`config.mk`:
```
export PLATFORM = sky130hd
export DESIGN_NAME = stage_flow_ctrl
export DESIGN_NICKNAME = d
export VERILOG_FILES = /design/src/rtl/stage_flow_pkg.sv /design/src/rtl/stage_skid_fifo.sv /design/src/rtl/stage_flow_fsm.sv /design/src/rtl/stage_flow_ctrl.sv
export SDC_FILE = /design/constraint.sdc
export NUM_CORES = 1
export LEC_CHECK = 0
export ABC_CLOCK_PERIOD_IN_PS = 5300
export BUFFER_PORTS_ARGS = -buffer_cell sky130_fd_sc_hd__buf_4
export CAP_MARGIN = 20
export CORE_ASPECT_RATIO = 0.6
export CORE_MARGIN = 2
export CORE_UTILIZATION = 49
export DETAILED_ROUTE_END_ITERATION = 10
export PLACE_DENSITY = 0.7
export REMOVE_ABC_BUFFERS = 1
export SKIP_CTS_REPAIR_TIMING = 1
export SLEW_MARGIN = 30
export SYNTH_ARGS = -nofsm -noshare
export SYNTH_HDL_FRONTEND = slang
export SYNTH_SLANG_ARGS = --single-unit
```
`constraint.sdc`:
```
create_clock -name clk -period 5.3 [get_ports clk]
set_clock_uncertainty 0.1 [all_clocks]
set_input_delay 0 -clock clk [delete_from_list [all_inputs] [get_ports clk]]
set_output_delay 0 -clock clk [all_outputs]
set_load 0.05 [all_outputs]
```
`src/rtl/stage_flow_pkg.sv`:
```
// Package: shared state encoding for the stage flow controller.
// Assumes: the codes are observed outside the block, so their values are fixed.
package stage_flow_pkg;
    typedef enum logic [2:0] {
        ST_IDLE    = 3'd0,
        ST_RUN     = 3'd1,
        ST_BLOCKED = 3'd2,
        ST_UNBLOCK = 3'd3,
        ST_SQUASH  = 3'd4
    } flow_state_e;
endpackage

```
`src/rtl/stage_skid_fifo.sv`:
```
// Module: skid FIFO holding whole instruction groups.
// A flush empties it and takes priority over push and pop. A push into a full
// FIFO with no pop in the same cycle is dropped and flagged.
// Assumes: the caller never pops an empty FIFO (it is guarded anyway).
module stage_skid_fifo #(
    parameter int W     = 16,
    parameter int DEPTH = 4
) (
    input  logic                         clk,
    input  logic                         rst_n,
    input  logic                         push,
    input  logic                         pop,
    input  logic                         flush,
    input  logic [W-1:0]                 wdata,
    output logic [W-1:0]                 rdata,
    output logic [$clog2(DEPTH+1)-1:0]   count,
    output logic                         drop
);
    localparam int PW = (DEPTH > 1) ? $clog2(DEPTH) : 1;
    localparam int CW = $clog2(DEPTH+1);

    logic [W-1:0]  mem [DEPTH];
    logic [PW-1:0] rd_ptr, wr_ptr;
    logic          do_pop, do_push, full;

    assign full    = (count == CW'(DEPTH));
    assign do_pop  = pop && (count != '0) && !flush;
    assign do_push = push && !flush && (!full || do_pop);
    assign drop    = push && !flush && full && !do_pop;
    assign rdata   = mem[rd_ptr];

    // Wrap a pointer at DEPTH, which need not be a power of two.
    function automatic logic [PW-1:0] bump(input logic [PW-1:0] p);
        return (p == PW'(DEPTH-1)) ? '0 : p + PW'(1);
    endfunction

    // Pointer and occupancy update.
    always_ff @(posedge clk) begin
        if (!rst_n || flush) begin
            rd_ptr <= '0;
            wr_ptr <= '0;
            count  <= '0;
        end else begin
            if (do_pop)  rd_ptr <= bump(rd_ptr);
            if (do_push) wr_ptr <= bump(wr_ptr);
            count <= count + CW'(do_push) - CW'(do_pop);
        end
    end

    // Storage write, one slot per entry.
    for (genvar i = 0; i < DEPTH; i++) begin : g_slot
        always_ff @(posedge clk) begin
            if (do_push && wr_ptr == PW'(i)) mem[i] <= wdata;
        end
    end
endmodule

```
`src/rtl/stage_flow_fsm.sv`:
```
// Module: state register and next-state decisions for the stage.
// Each cycle it decides whether the arriving group is dispatched directly,
// parked, or discarded. It also decides whether the skid head is replayed
// and which squash pulse fires.
// Assumes: skid count comes from stage_skid_fifo in the same cycle.
module stage_flow_fsm
    import stage_flow_pkg::*;
#(
    parameter int CW = 3
) (
    input  logic          clk,
    input  logic          rst_n,
    input  logic          grp_valid,
    input  logic          stall_req,
    input  logic          squash_any,
    input  logic          iq_full,
    input  logic [CW-1:0] skid_cnt,
    output flow_state_e   state,
    output logic          push,
    output logic          pop,
    output logic          flush,
    output logic          direct,
    output logic          start_p,
    output logic          cont_p,
    output logic          stop_p
);
    flow_state_e nstate;
    logic        active;
    logic        empties;

    // Whether the normal run checks apply this cycle.
    assign active = (state == ST_RUN) || (state == ST_UNBLOCK) ||
                    ((state == ST_IDLE) && (grp_valid || stall_req || squash_any));

    // Replay leaves nothing behind when at most the popped entry was held.
    assign empties = !grp_valid && ((skid_cnt == '0) || (skid_cnt == CW'(1)));

    // Next-state and action decode.
    always_comb begin
        nstate  = state;
        push    = 1'b0;
        pop     = 1'b0;
        flush   = 1'b0;
        direct  = 1'b0;
        start_p = 1'b0;
        cont_p  = 1'b0;
        stop_p  = 1'b0;
        if (active) begin
            if (stall_req) begin
                nstate = ST_BLOCKED;
                push   = grp_valid;
            end else if (squash_any) begin
                nstate  = ST_SQUASH;
                flush   = 1'b1;
                start_p = 1'b1;
            end else if (iq_full && (grp_valid || state == ST_UNBLOCK)) begin
                nstate = ST_BLOCKED;
                push   = grp_valid;
            end else if (state == ST_UNBLOCK) begin
                pop    = (skid_cnt != '0);
                push   = grp_valid;
                nstate = empties ? ST_RUN : ST_UNBLOCK;
            end else begin
                direct = grp_valid;
                nstate = ST_RUN;
            end
        end else if (state == ST_BLOCKED) begin
            if (squash_any) begin
                nstate  = ST_SQUASH;
                flush   = 1'b1;
                start_p = 1'b1;
            end else begin
                push = grp_valid;
                if (!stall_req && !iq_full) nstate = ST_UNBLOCK;
            end
        end else if (state == ST_SQUASH) begin
            if (squash_any) begin
                cont_p = 1'b1;
            end else begin
                nstate = ST_RUN;
                stop_p = 1'b1;
            end
        end
    end

    // State register.
    always_ff @(posedge clk) begin
        if (!rst_n) state <= ST_IDLE;
        else        state <= nstate;
    end
endmodule

```
`src/rtl/stage_flow_ctrl.sv`:
```
// Module: top of the stage flow controller.
// It joins the decision FSM and the skid FIFO and registers the dispatch,
// pulse and free-count outputs. The stall to rename is decoded from state and
// skid occupancy.
// Assumes: rename honours rename_stall_o. Groups it sends anyway are still
// parked in the skid buffer, or dropped while squashing.
module stage_flow_ctrl
    import stage_flow_pkg::*;
#(
    parameter int GROUP_W    = 16,
    parameter int SKID_DEPTH = 4,
    parameter int FREE_W     = 6
) (
    input  logic               clk,
    input  logic               rst_n,
    input  logic               grp_valid_i,
    input  logic [GROUP_W-1:0] grp_data_i,
    input  logic               commit_stall_i,
    input  logic               commit_squash_i,
    input  logic               rob_squash_i,
    input  logic               iq_full_i,
    input  logic [FREE_W-1:0]  iq_free_i,
    output logic               rename_stall_o,
    output logic [FREE_W-1:0]  free_to_rename_o,
    output logic               disp_valid_o,
    output logic [GROUP_W-1:0] disp_data_o,
    output logic               start_squash_o,
    output logic               cont_squash_o,
    output logic               stop_squash_o,
    output logic [2:0]         state_o,
    output logic               overflow_o
);
    localparam int CW = $clog2(SKID_DEPTH+1);

    flow_state_e        state;
    logic               push, pop, flush, direct;
    logic               start_p, cont_p, stop_p, drop;
    logic [CW-1:0]      skid_cnt;
    logic [GROUP_W-1:0] skid_head;

    stage_flow_fsm #(.CW(CW)) u_fsm (
        .clk        (clk),
        .rst_n      (rst_n),
        .grp_valid  (grp_valid_i),
        .stall_req  (commit_stall_i),
        .squash_any (commit_squash_i || rob_squash_i),
        .iq_full    (iq_full_i),
        .skid_cnt   (skid_cnt),
        .state      (state),
        .push       (push),
        .pop        (pop),
        .flush      (flush),
        .direct     (direct),
        .start_p    (start_p),
        .cont_p     (cont_p),
        .stop_p     (stop_p)
    );

    stage_skid_fifo #(.W(GROUP_W), .DEPTH(SKID_DEPTH)) u_skid (
        .clk   (clk),
        .rst_n (rst_n),
        .push  (push),
        .pop   (pop),
        .flush (flush),
        .wdata (grp_data_i),
        .rdata (skid_head),
        .count (skid_cnt),
        .drop  (drop)
    );

    // Stall rename while blocked, or while more than the popped group remains.
    assign rename_stall_o = (state == ST_BLOCKED) ||
                            ((state == ST_UNBLOCK) && (skid_cnt > CW'(1)));
    assign state_o = state;

    // Registered dispatch, pulse, overflow and free-count outputs.
    always_ff @(posedge clk) begin
        if (!rst_n) begin
            disp_valid_o     <= 1'b0;
            disp_data_o      <= '0;
            start_squash_o   <= 1'b0;
            cont_squash_o    <= 1'b0;
            stop_squash_o    <= 1'b0;
            overflow_o       <= 1'b0;
            free_to_rename_o <= '0;
        end else begin
            disp_valid_o     <= direct || pop;
            disp_data_o      <= direct ? grp_data_i : skid_head;
            start_squash_o   <= start_p;
            cont_squash_o    <= cont_p;
            stop_squash_o    <= stop_p;
            overflow_o       <= overflow_o || drop;
            free_to_rename_o <= iq_free_i;
        end
    end
endmodule

```
== Yosys cells after proc, flatten, opt, wreduce, memory -nomap -nowiden ==
Memories as Yosys holds them, arrays and structs flattened. A register that Yosys moved wholly into a read port is not among the register bits.
Cells that the tools add are included.

* Register bits: 37
* Bits in writable memories: 64
* Memories kept: 1
* Word-level logic and storage cells: 130
* Input port bits: 29

{| class="wikitable"
|+ Memory list
! memory !! words !! width !! read ports !! clocked after Yosys merged registers in !! write ports !! RTL line !! source
|-
| u_skid.mem || 4 || 16 || 1 || 1 || 1 || stage_skid_fifo.sv:22 || <nowiki>logic [W-1:0] mem [DEPTH];</nowiki>
|}

* Eq/ne operators: 12
* Add/subtract/negate cells: 4
* Reduce and logical (&&, ||, !) cells: 44
* Multiplexer cells: 55
* Bitwise operators: 2
* $lt $le $gt $ge: 1

{| class="wikitable"
|+ Operators with widths
! operator !! number
|-
| 2-to-1 mux 16 bit || 4
|-
| OR reduction 16 bit || 3
|-
| 2-to-1 mux 1 bit || 33
|-
| 2-to-1 mux 3 bit || 10
|-
| 2-to-1 mux 2 bit || 8
|-
| logical AND 1 bit || 15
|-
| logical OR 1 bit || 12
|-
| logical NOT 1 bit || 7
|-
| equality test 2 bit, second input constant || 3
|-
| equality test 3 x 1 -> 1 bit, second input constant || 2
|-
| equality test 3 x 2 -> 1 bit, second input constant || 2
|-
| equality test 3 bit, second input constant || 2
|-
| logical NOT 3 bit || 2
|-
| nonzero test 3 bit || 2
|-
| adder 2 x 1 -> 2 bit, second input constant || 2
|-
| != test 4 x 1 -> 1 bit, second input constant || 1
|-
| OR reduction 4 bit || 1
|-
| adder 3 x 1 -> 3 bit || 1
|-
| > comparator 3 x 1 -> 1 bit, second input constant || 1
|-
| != test 3 bit, second input constant || 1
|-
| AND reduction 3 bit || 1
|-
| subtractor 3 x 1 -> 3 bit || 1
|-
| equality test 2 x 1 -> 1 bit, second input constant || 1
|-
| logical NOT 2 bit || 1
|-
| inverter 1 bit || 2
|}

== Logic depth before layout (Yosys ltp) ==
* Depth after elaboration: 18
* Mapped depth: 11

== By module ==
A second synthesis with hierarchy kept.

* Cells, all modules: 271
* Area total of the unflattened synthesis: 4220.3 µm²

{| class="wikitable"
|+ Modules (own cells, without submodules)
! module !! cells each !! seq. area each (µm²) !! area an instance (µm²) !! times used
|-
| stage_skid_fifo || 138 || 2102.0 || 2899.0 || 1
|-
| stage_flow_ctrl || 78 || 540.5 || 932.1 || 1
|-
| stage_flow_fsm || 55 || 60.1 || 389.1 || 1
|}

== Worst setup path after synthesis ==
No wires, ideal clock.

* Path kind: flip-flop to flip-flop
* Start: register u_fsm.state[1]
* End: register u_skid.count[2]
* Arrival: 2407 ps
* Stages on the path, launching flop included: 11
* Slack: 2674 ps
* Clock period less this slack: 2626 ps
* Path buffers: 2
* Cells stage by stage: dfxtp_1 buf_2 and3b_1 buf_2 a21boi_1 a211oi_4 ha_1 inv_1 fa_1 xnor2_1 nor2_1

* Cells in the longest elaborated chain, start to end: 13
* Elaborated cells between the ends (all ways): 31
* Those cells by class: add/sub (2); eq/ne (3); mux (13); reduce/logical (13)

{| class="wikitable"
|+ RTL lines
! item !! RTL line !! source
|-
| start, declared || stage_flow_fsm.sv:18 || <nowiki>output flow_state_e state,</nowiki>
|-
| start signal, assigned || stage_flow_fsm.sv:89 || <nowiki>else state <= nstate;</nowiki>
|-
| equality test 3 x 2 -> 1 bit || stage_flow_fsm.sv:32, stage_flow_fsm.sv:56, stage_flow_fsm.sv:59 ||
|-
| logical OR 1 bit || stage_flow_fsm.sv:56 || <nowiki>end else if (iq_full && (grp_valid || state == ST_UNBLOCK)) begin</nowiki>
|-
| logical AND 1 bit || stage_flow_fsm.sv:56 ||
|-
| 2-to-1 mux 1 bit || stage_flow_fsm.sv:56 ||
|-
| 2-to-1 mux 1 bit || stage_flow_fsm.sv:52 || <nowiki>end else if (squash_any) begin</nowiki>
|-
| 2-to-1 mux 1 bit || stage_flow_fsm.sv:49 || <nowiki>if (stall_req) begin</nowiki>
|-
| 2-to-1 mux 1 bit || stage_flow_fsm.sv:48 || <nowiki>if (active) begin</nowiki>
|-
| logical AND 1 bit (2 in a row) || stage_skid_fifo.sv:27 || <nowiki>assign do_pop = pop && (count != '0) && !flush;</nowiki>
|-
| logical OR 1 bit || stage_skid_fifo.sv:28 || <nowiki>assign do_push = push && !flush && (!full || do_pop);</nowiki>
|-
| logical AND 1 bit * || stage_skid_fifo.sv:28 ||
|-
| via u_skid.do_push || stage_skid_fifo.sv:24 || <nowiki>logic do_pop, do_push, full;</nowiki>
|-
| adder 3 x 1 -> 3 bit * || stage_skid_fifo.sv:46 || <nowiki>count <= count + CW'(do_push) - CW'(do_pop);</nowiki>
|-
| subtractor 3 x 1 -> 3 bit * || stage_skid_fifo.sv:46 ||
|-
| end signal, assigned || stage_skid_fifo.sv:46 ||
|-
| end, declared || stage_skid_fifo.sv:16 || <nowiki>output logic [$clog2(DEPTH+1)-1:0] count,</nowiki>
|}

Mark *: on every way through the listed nets, which the timed path passes. The rest lies on a longest branch.
A chain may end at the register's enable or synchronous reset.

== Final worst setup path ==
* Start: input rob_squash_i
* End: memory u_skid.mem[3][12], enable pin

* Cells in the longest elaborated chain, start to end: 16
* Elaborated cells between the ends (all ways): 43
* Those cells by class: mux (26); reduce/logical (17)

{| class="wikitable"
|+ RTL lines
! item !! RTL line !! source
|-
| start, declared || stage_flow_ctrl.sv:20 || <nowiki>input logic rob_squash_i,</nowiki>
|-
| logical OR 1 bit * || stage_flow_ctrl.sv:46 || <nowiki>.squash_any (commit_squash_i || rob_squash_i),</nowiki>
|-
| logical OR 1 bit || stage_flow_fsm.sv:33 || <nowiki>((state == ST_IDLE) && (grp_valid || stall_req || squash_any));</nowiki>
|-
| logical AND 1 bit || stage_flow_fsm.sv:33 ||
|-
| logical OR 1 bit || stage_flow_fsm.sv:32 || <nowiki>assign active = (state == ST_RUN) || (state == ST_UNBLOCK) ||</nowiki>
|-
| 2-to-1 mux 1 bit || stage_flow_fsm.sv:48 ||
|-
| logical AND 1 bit or logical NOT 1 bit (tied branches) || stage_skid_fifo.sv:27, stage_skid_fifo.sv:28 ||
|-
| logical AND 1 bit || stage_skid_fifo.sv:27 ||
|-
| logical OR 1 bit || stage_skid_fifo.sv:28 ||
|-
| logical AND 1 bit * || stage_skid_fifo.sv:28 ||
|-
| via u_skid.do_push || stage_skid_fifo.sv:24 ||
|-
| logical AND 1 bit || stage_skid_fifo.sv:53 || <nowiki>if (do_push && wr_ptr == PW'(i)) mem[i] <= wdata;</nowiki>
|-
| 2-to-1 mux 1 bit || stage_skid_fifo.sv:53 ||
|-
| 2-to-1 mux 1 bit (implied by the code) || stage_skid_fifo.sv:53 ||
|-
| OR reduction 16 bit (no line) || n/a ||
|-
| 2-to-1 mux 2 bit (no line) or 2-to-1 mux 1 bit (tied branches) (3 in a row) || n/a ||
|-
| end, declared || stage_skid_fifo.sv:22 ||
|}

Marked as above.

==> implementation parameters <==
Parameter                              Value

Finish
  Final instance count without filler cells ... 485
  Relative area change from synthesis to final layout ... 27.8%
  Filler cell count ... 608
  Most common library cell in the layout ignoring fill and taps ... sky130_fd_sc_hd__edfxtp_1
  Share of post-route cells with drive strength above 1 ... roughly a quarter
  Antenna diode instance count ... 0
  Nets ... 410
  Top library cells by usage in the layout, fill and taps aside ... 64 x sky130_fd_sc_hd__edfxtp_1, 59 x sky130_fd_sc_hd__buf_4, 38 x sky130_fd_sc_hd__dfxtp_1, 37 x sky130_fd_sc_hd__nand2_1, 33 x sky130_fd_sc_hd__dlygate4sd3_1

Routing
  Total length of routed wires ... 7920 um
  Number of vias after detailed routing ... 2,555
  Via-to-Cell Ratio ... 5.27
  Final ANT Viol Nets ... 0
  Initial DRT Pass Iterations ... 6
  DRC violation count after routing ... 0
  Count of routing violations after the opening detailed-route iteration ... 193
  Drt wl/cell ... 16.3 um

Power and ir drop
  Pint ... 1.39 mW
  Leakage power figure ... 1.94 nW
  Sw Ratio ... 24.0%
  Power per unit of standard cell area ... between 300 and 400 nW/um^2
  Psw ... roughly 440 uW
  Fraction of power consumed by sequential logic ... 49.8%
  Largest voltage drop on the vdd net ... around 0.20 mV
  Clk network pwr share ... 36.6%
  Portion of total power attributed to combinational logic ... 13.6%

Timing
  Max transition margin ... 43.1%
  Setup repair after global routing missed its margin ... false
  Final period demand of the worst path ... 2.83 ns
  Final max-slew violation count ... 0
  Final setup violation count ... 0
  Final hold violation count ... 2
  Worst Setup Slack, final ... 2.47 ns
  Part of the cycle the worst path needs ... 53.5%
  Highest achievable clock rate ... 353 MHz
  Worst Hold Slack ... -0.00722 ns
  Slew at the pin closest to its max-slew limit ... 0.853 ns
  Setup TNS ... 0 ns

Placement
  Count of placed standard cells including taps ... 436
  Final weighted congestion in routability-driven placement ... about 0.85
  Worst slack after detailed placement ... 2.56 ns
  Number of buffers added on ports ... 59
  Hpwl dp ... 4990 um

Setup path
  Critical path start-end classification ... input pin to flip-flop
  Crit Path Max Fanout ... 16
  Required time reported for the critical path endpoint ... about 5.2 ns
  Kind of capture point of the worst setup path ... flip-flop
  Arrival time of data at the critical path endpoint ... ~2.7 ns
  Critical Path Source Type ... input pin

Floorplan
  I/O pins ... 60
  Floorplan die area ... 9060 um^2
  Number of placement rows ... 25
  Die Height ... 74.5 um
  Area inside the core boundary ... 7950 um^2
  Die W ... approximately 120 um
  Starting density of the core ... 51.1%

Synthesis
  Register area share after synthesis ... 66.5%
  Cell taking the most area after synthesis ... sky130_fd_sc_hd__edfxtp_1
  Count of state elements after synthesis ... 103
  Number of standard cells after synthesis ... 285
  Yosys warning total ... 0
  Yosys top cell area share ... 47.3%
  Ranking of synthesized cells by area ... sky130_fd_sc_hd__edfxtp_1 47%, sky130_fd_sc_hd__dfxtp_1 19%, sky130_fd_sc_hd__mux4_2 8.9%
  Syn Std Cell Area ... 4060 um^2
  Post-synthesis average cell area ... about 14 um^2
  Number of distinct library cells after synthesis ... 46
  Share of flip-flops with an asynchronous set or reset ... 0%
  EDFF count, synth ... 64
  Ys flop type ... sky130_fd_sc_hd__edfxtp_1

GRT
  Wire length of the first global-routing pass ... roughly 12,000 um
  Initial antenna violation count ... 0
  Overall global routing resource usage ... 19.0%
  Total global routing overflow ... 0
  Largest net degree at the start of global routing ... 20
  Via count of the first global-routing pass ... 2,355

Clocking
  TritonCTS clock tree ... done
  CTS Root Buffer Type ... sky130_fd_sc_hd__clkbuf_16
  Clock transition at the register clock pins on the worst setup and hold paths after CTS ... 0.06 ns
  Clock network latency to the later pin of the worst-skew pair ... around 0.34 ns
  Number of H-tree levels ... 3
  Total clock buffers created by CTS ... 9
  Clock sink count ... around 100
  Clock buffer depth ... 2

Outcome
  Outcome ... finished, violations left
  Failing checks ... negative hold slack

Run
  Maximum capacitance violations ... 0

Min path
  Min-Delay Path Class ... input pin to flip-flop
state kept, by name, summed over array words and instances (netlist names), named ones only:
register          count
free_to_rename_o      6
u_fsm.state           3
u_skid.mem           64
disp_data_o          16
stop_squash_o         1
u_skid.rd_ptr         2
overflow_o            1
u_skid.wr_ptr         2
start_squash_o        1
cont_squash_o         1
u_skid.count          3
disp_valid_o          1
power by group through the flow:
stage | clock, mW | combinational, mW | sequential, mW
floorplan | 0 | 0.0869 | 0.987
global placement | 0 | 0.227 | 0.927
detailed placement | 0 | 0.230 | 0.929
CTS | 0.686 | 0.231 | 0.912
global route | 0.721 | 0.269 | 0.918
finish | 0.670 | 0.249 | 0.913
critical path: stages:
cell,delay (ns)
sky130_fd_sc_hd__dlygate4sd3_1,0.54
sky130_fd_sc_hd__buf_4,0.16
sky130_fd_sc_hd__nor2_1,0.52
sky130_fd_sc_hd__o41ai_1,0.30
sky130_fd_sc_hd__a211oi_4,0.44
sky130_fd_sc_hd__and2_1,0.74
path summary, 6_finish.rpt:
| check | cells after the start | slack, ns | end | from |
|---|---|---|---|---|
| setup / recovery | 6 | 2.47 | u_skid.mem[3][12]$_DFFE_PP_ | rob_squash_i |
| hold / removal | 4 | -0.007 | u_fsm.state[2]$_SDFFE_PN0P_ | commit_stall_i |
| setup reg to reg | 4 | 2.58 | u_skid.mem[3][12]$_DFFE_PP_ | u_fsm.state[0]$_SDFFE_PN0P_ |
| hold reg to reg | 1 | 0.37 | overflow_o$_SDFF_PN0_ | overflow_o$_SDFF_PN0_ |
cells by family after synthesis:
| family | after synthesis | share of synthesized area (%) |
|---|---|---|
| flops | 103 | 66.5 |
| simple gates | 81 | 9.85 |
| compound gates | 47 | 8.01 |
| mux | 19 | 9.61 |
| xor+xnor | 1 | 0.216 |
| fa+ha+maj | 9 | 2.96 |
| buf+inv | 25 | 2.86 |
through the flow:
stage	utilization [%]	cell area, um^2	power, mW	hold WS (ns)
floorplan	-	3980	1.07	-0.0232
global placement	57.4	4560	1.15	0.108
detailed placement	57.4	4560	1.16	0.114
CTS	61.2	4860	1.83	-0.245
global route	65.4	5190	1.91	0.0100
finish	65.4	5190	1.83	-0.00722
Yosys cell counts (2+ instances only):
master / number
sky130_fd_sc_hd__clkbuf_1: 8
sky130_fd_sc_hd__buf_2: 6
sky130_fd_sc_hd__o21ai_0: 4
sky130_fd_sc_hd__a21oi_1: 26
sky130_fd_sc_hd__nand3_1: 4
sky130_fd_sc_hd__nand2b_1: 2
sky130_fd_sc_hd__nand3b_1: 2
sky130_fd_sc_hd__and2_1: 10
sky130_fd_sc_hd__or3_1: 2
sky130_fd_sc_hd__ha_1: 8
sky130_fd_sc_hd__inv_1: 8
sky130_fd_sc_hd__and3_1: 2
sky130_fd_sc_hd__nor3_1: 2
sky130_fd_sc_hd__nor2_1: 13
sky130_fd_sc_hd__buf_6: 2
sky130_fd_sc_hd__nand2_1: 37
sky130_fd_sc_hd__mux2i_1: 3
sky130_fd_sc_hd__dfxtp_1: 39
sky130_fd_sc_hd__mux4_2: 16
sky130_fd_sc_hd__a21o_1: 2
sky130_fd_sc_hd__edfxtp_1: 64
layout make-up:
class	count	area, um^2	area share, %
clock buffers	10	229	4.41
clock inverters	6	75.1	1.45
inverters	9	33.8	0.650
multi-input cells	157	1240	24.0
flip-flops and latches	103	2700	52.0
well taps	108	135	2.60
repair buffers	92	773	14.9
metal layers:
layer	routed length [um]	GRT usage, %
met5	0	0
met4	64	5.11
met3	620	7.06
met2	3540	28.2
met1	3700	26.7
No activity file was read; power rests on OpenSTA's default activity.
